--- config.mk ---
export PLATFORM = sky130hd
export DESIGN_NAME = obf_byte_queue
export DESIGN_NICKNAME = d
export VERILOG_FILES = /design/src/rtl/obf_pkg.sv /design/src/rtl/obf_rst_sync.sv /design/src/rtl/obf_ptr_ctl.sv /design/src/rtl/obf_store.sv /design/src/rtl/obf_flags.sv /design/src/rtl/obf_byte_queue.sv
export SDC_FILE = /design/constraint.sdc
export NUM_CORES = 1
export LEC_CHECK = 0
export BUFFER_PORTS_ARGS = -buffer_cell sky130_fd_sc_hd__buf_2
export CAP_MARGIN = 20
export CORE_MARGIN = 2
export CORE_UTILIZATION = 35
export DETAILED_ROUTE_END_ITERATION = 10
export PLACE_DENSITY = 0.46
export SYNTH_ARGS = -nofsm -noshare
export SYNTH_HDL_FRONTEND = slang
export SYNTH_HIERARCHICAL = 1
export SYNTH_SLANG_ARGS = --single-unit
--- constraint.sdc ---
create_clock -name clk -period 2.2 [get_ports clk]
set_input_delay 0.44 -clock clk [delete_from_list [all_inputs] [get_ports clk]]
set_output_delay 0.44 -clock clk [all_outputs]
set_load 0.02 [all_outputs]
--- src/rtl/obf_pkg.sv ---
package obf_pkg;
  typedef struct packed {
    logic push;
    logic pop;
    logic clr;
  } obf_req_t;

  function automatic logic [7:0] obf_void_byte();
    return 8'hFF;
  endfunction
endpackage

--- src/rtl/obf_rst_sync.sv ---
module obf_rst_sync (
  input  logic clk,
  input  logic rst_n,
  output logic rst_q
);
  logic stage;

  always_ff @(posedge clk or negedge rst_n) begin
    if (!rst_n) begin
      stage <= 1'b0;
      rst_q <= 1'b0;
    end else begin
      stage <= 1'b1;
      rst_q <= stage;
    end
  end
endmodule

--- src/rtl/obf_ptr_ctl.sv ---
module obf_ptr_ctl #(
  parameter int DEPTH = 128,
  localparam int PW = $clog2(DEPTH),
  localparam int CW = PW + 1
) (
  input  logic              clk,
  input  logic              rst_n,
  input  obf_pkg::obf_req_t req,
  output logic [PW-1:0]     wptr,
  output logic [PW-1:0]     rptr,
  output logic [CW-1:0]     count,
  output logic              wr_en,
  output logic              rd_req,
  output logic              rd_hit
);
  localparam logic [CW-1:0] CAP = CW'(DEPTH);

  logic          full, has_data, push_ok, pop_ok, evict, inc, en;
  logic [PW-1:0] wptr_n, rptr_n;
  logic [CW-1:0] count_n;

  always_comb begin
    full     = (count == CAP);
    has_data = (count != '0);
    push_ok  = req.push && !req.clr;
    pop_ok   = req.pop && has_data && !req.clr;
    evict    = push_ok && full && !pop_ok;
    inc      = push_ok && !evict;
    en       = req.clr || push_ok || pop_ok;
    if (req.clr) begin
      wptr_n  = '0;
      rptr_n  = '0;
      count_n = '0;
    end else begin
      wptr_n  = wptr + PW'(push_ok);
      rptr_n  = rptr + PW'(pop_ok || evict);
      count_n = count + CW'(inc) - CW'(pop_ok);
    end
  end

  assign wr_en  = push_ok;
  assign rd_req = req.pop && !req.clr;
  assign rd_hit = pop_ok;

  always_ff @(posedge clk or negedge rst_n) begin
    if (!rst_n) begin
      wptr  <= '0;
      rptr  <= '0;
      count <= '0;
    end else if (en) begin
      wptr  <= wptr_n;
      rptr  <= rptr_n;
      count <= count_n;
    end
  end
endmodule

--- src/rtl/obf_store.sv ---
module obf_store #(
  parameter int DEPTH = 128,
  parameter int W = 8,
  localparam int PW = $clog2(DEPTH)
) (
  input  logic          clk,
  input  logic          rst_n,
  input  logic          wr_en,
  input  logic [PW-1:0] wr_addr,
  input  logic [W-1:0]  wr_data,
  input  logic          rd_req,
  input  logic          rd_hit,
  input  logic [PW-1:0] rd_addr,
  output logic [W-1:0]  rd_data
);
  logic [W-1:0] mem [DEPTH];
  logic [W-1:0] rd_next;

  always_ff @(posedge clk) begin
    if (wr_en) mem[wr_addr] <= wr_data;
  end

  always_comb begin
    rd_next = rd_hit ? mem[rd_addr] : {W{1'b1}};
  end

  always_ff @(posedge clk or negedge rst_n) begin
    if (!rst_n) rd_data <= {W{1'b1}};
    else if (rd_req) rd_data <= rd_next;
  end
endmodule

--- src/rtl/obf_flags.sv ---
module obf_flags #(
  parameter int DEPTH = 128,
  parameter int SLACK = 64,
  localparam int CW = $clog2(DEPTH) + 1
) (
  input  logic [CW-1:0] count,
  output logic          empty,
  output logic          nearly_full
);
  localparam logic [CW-1:0] CAP = CW'(DEPTH);

  assign empty = (count == '0);

  generate
    if (SLACK > 0) begin : g_slack
      localparam logic [CW-1:0] SL = CW'(SLACK);
      logic [CW-1:0] room;
      assign room        = CAP - count;
      assign nearly_full = (room < SL);
    end else begin : g_exact
      assign nearly_full = (count == CAP);
    end
  endgenerate
endmodule

--- src/rtl/obf_byte_queue.sv ---
module obf_byte_queue #(
  parameter int DEPTH = 128,
  parameter int SLACK = 64,
  parameter int W = 8,
  localparam int PW = $clog2(DEPTH),
  localparam int CW = PW + 1
) (
  input  logic          clk,
  input  logic          rst_n,
  input  logic          push,
  input  logic [W-1:0]  push_data,
  input  logic          pop,
  input  logic          clr,
  output logic [W-1:0]  pop_data,
  output logic [CW-1:0] level,
  output logic          empty,
  output logic          nearly_full
);
  generate
    if ((1 << PW) != DEPTH || SLACK >= DEPTH) begin : g_bad_cfg
      $error("DEPTH must be a power of two above SLACK");
    end
  endgenerate

  logic              rst_q;
  obf_pkg::obf_req_t req;
  logic [PW-1:0]     wptr, rptr;
  logic              wr_en, rd_req, rd_hit;

  assign req = '{push: push, pop: pop, clr: clr};

  obf_rst_sync u_rst (.clk(clk), .rst_n(rst_n), .rst_q(rst_q));

  obf_ptr_ctl #(.DEPTH(DEPTH)) u_ctl (
    .clk(clk), .rst_n(rst_q), .req(req), .wptr(wptr), .rptr(rptr),
    .count(level), .wr_en(wr_en), .rd_req(rd_req), .rd_hit(rd_hit)
  );

  obf_store #(.DEPTH(DEPTH), .W(W)) u_mem (
    .clk(clk), .rst_n(rst_q), .wr_en(wr_en), .wr_addr(wptr),
    .wr_data(push_data), .rd_req(rd_req), .rd_hit(rd_hit),
    .rd_addr(rptr), .rd_data(pop_data)
  );

  obf_flags #(.DEPTH(DEPTH), .SLACK(SLACK)) u_flg (
    .count(level), .empty(empty), .nearly_full(nearly_full)
  );
endmodule

==> impl_results.md <==
* Total CTS buffers at 114
* Startpoint types: flop
* Final period util at 1.253
* P per Cell Area at 898.3 nW/µm²
* DP HPWL at 74,090 µm
* Synth Register Bits at 1,056
* # DRC at 0
* Top-area cell type share of the netlist area at 0.7269
* Clock Sinks at 1,056
* Top post-synthesis cells by count: 1,024 x edfxtp_1, 210 x mux4_2, 165 x nor2_1
* Vias in the first global route at 22,870
* Crit path max-delay family: buffers and inverters
* Asr flop ratio synth at 0.03030
* Drt first pass iters at 7
* Syn Nets at 2,148
* Gpl congestion at 0.8474
* CP Data Arrival Time at 3.38 ns
* Dpl cell area at 48,850 µm²
* Number of vias per cell at 5.110
* Most used cell, CP: buf_6
* H-tree depth at 3
* Setup TNS Final at -5.840 ns
* Peak VDD IR at 765.0 µV
* Final clock skew at 0.03080 ns
* Starting Density at 0.3526
* Slew @ Worst Pin at 1.080 ns
* Worst setup EP type: flop
* Synthesized area per cell at 19.96 µm²
* Count of final hold-check violations at 0
* CP required at 2.82 ns
* Clock transition at path regs at 0.06 ns
* Ys flop type: edfxtp_1
* Total grt overflow at 0
* Fin area at 54,400 µm²
* Achievable frequency at 362.8 MHz
* Final setup margin at -0.5565 ns
* Unrepaired setup endpoints after global routing: true
* Worst path slowest cell: dfrtp_2
* Global-route wire length before repair at 164,600 µm
* Crit path kind: flop to flop
* CTS max path bufs at 3
* Ys Warns at 6
* Failing checks: setup timing
* Top-count cell post-synth: edfxtp_1
* Wire per inst at 26.48 µm
* Crit-path cells: inv_2, ha_4, nand4bb_4, buf_6, nor2_4, nor4_4, ha_2, fa_2, a211o_1, buf_4, buf_6, buf_6, buf_6, buf_6, nand3_2, a32o_1
* Post-synth cell types at 68
* Status: finished, violations left
* Seq/Total Area, Yosys at 0.7461
* WL final at 114,300 µm
* TritonCTS clock tree: built
* Synth-to-Final Area Change at 28.61%
* Antenna violations before repair at 0
* Leakage at 17.15 nW
* Remaining antenna violation count after routing at 0
* Largest net degree at the start of global routing at 129
* Worst hold path type: input port to async pin
* Top cells by area, synth: edfxtp_1 73%, mux4_2 11%, mux2i_1 3.3%, nor2_1 1.5%, dfrtp_1 1.4%
* Die width at 351.6 µm
* CTS root buf: clkbuf_16
* Die ar. at 123,700 µm²
* Syn Inst Count at 2,119
* Core box area at 120,000 µm²
* All-Layer GR Usage at 0.1863
* Relative slew slack at 0.2776
* Max-slew violations at 0
* EDFF count, synth at 1,024
* Drt first-iter violations at 1,691
* Placement Rows at 127
* Via count at 22,060
* Final setup violation count at 20
* Die Y at 351.6 µm
* Final-stage net count at 2,632
* Crit-path max cell delay at 0.41 ns
* WHS at 0.05087 ns
* Cell accounting for the most synthesized area: edfxtp_1
* I/O pin cnt at 31
* Synthesized area at 42,300 µm²
* Max cap viols at 0
* Fraction of final layout cells sized beyond drive strength 1 at 0.4312
* PortBufs at 30
* Worst-Skew Late Latency at 0.71 ns
* Crit path time final at 2.757 ns
* Worst Path Buf+Inv at 7
* CP Max Fanout at 2
## final cells by class
class,count,area (µm²)
diodes,2,5.005
inverters,13,51.30
repair buffers,485,5715
clock inverters,66,583.1
clock buffers,149,3078
fillers,10160,65570
flip-flops and latches,1056,31580
multi-input cells,933,11370
well taps,1612,2017
## cell families after synthesis
group,after synthesis,synth area share
compound gates,203,0.03399
xor+xnor,2,0.0004142
fa+ha+maj,16,0.004910
buf+inv,130,0.01929
flops,1056,0.7461
mux,404,0.1629
other cells,1,0.00008865
simple gates,307,0.03230
## layout by cell type, fill, tap and decap left out, drive strengths merged, types with 36 or more instances in the layout
cell and count:
a21oi 38, buf 480, clkbuf 150, clkinv 48, edfxtp 1024, mux2 46
mux2i 138, mux4 220, nand2 47, nor2 166, o21ai 36
## path summary, 6_finish.rpt
| check | from | endpoint | slack [ns] | cells after the start |
|---|---|---|---|---|
| max | u_ctl/count[4] | u_ctl/count[4] | -0.56 | 16 |
| min | rst_n | u_rst/stage | 0.05 | 2 |
| max reg2reg | u_ctl/count[4] | u_ctl/count[4] | -0.56 | 16 |
| min reg2reg | u_rst/rst_q | u_ctl/rptr[1] | 0.35 | 1 |
| max in group asynchronous | u_rst/rst_q | u_ctl/rptr[2] | 1.45 | 1 |
| min in group clk | push_data[0] | u_mem/mem[8][0] | 0.21 | 1 |
## flip-flops by register name, indices dropped and copies added (netlist names)
name / count
u_rst/stage: 1
u_ctl/wptr: 7
u_mem/rd_data: 8
u_mem/mem: 1024
u_ctl/rptr: 7
u_rst/rst_q: 1
u_ctl/count: 8
## routing by layer
metal  routed length, µm  up-vias  GRT usage
met3                4719      115    0.02690
met1               50990    11770     0.2601
li1                    -     9719          -
met2               56350      449     0.3082
met5                   0        -          0
met4                2240        0    0.04544
## report_power, final
part	internal (mW)	leakage [nW]	switching, mW	total, mW
Combinational	4.16	5.77	3.79	7.95
Clock	10.9	1.78	7.78	18.7
Sequential	22.2	9.59	0.0924	22.3
## repair_timing
action | 4_1_cts | 5_1_grt
setup endpoints to repair | 22 | 22
gates cloned | 8 | 1
endpoints found under the hold margin | 10 | 0
hold buffers | 3 | 0
pin swaps | 32 | 36
setup buffers | 52 | 31
resized for setup | 144 | 94
## stage by stage
step           worst slack, ns  utilization  instances  power (mW)
6_report               -0.5565       0.4534       4316       48.87
5_1_grt                -0.6407       0.4534       4314       50.63
4_1_cts                -0.5242       0.4491       4292       48.99
3_5_place_dp           -0.6952       0.4072       4016       28.78
3_3_place_gp           -0.6180       0.4072       4016       28.74
2_1_floorplan          -0.6376            -       2119       26.26
No activity file was read; power rests on OpenSTA's default activity.
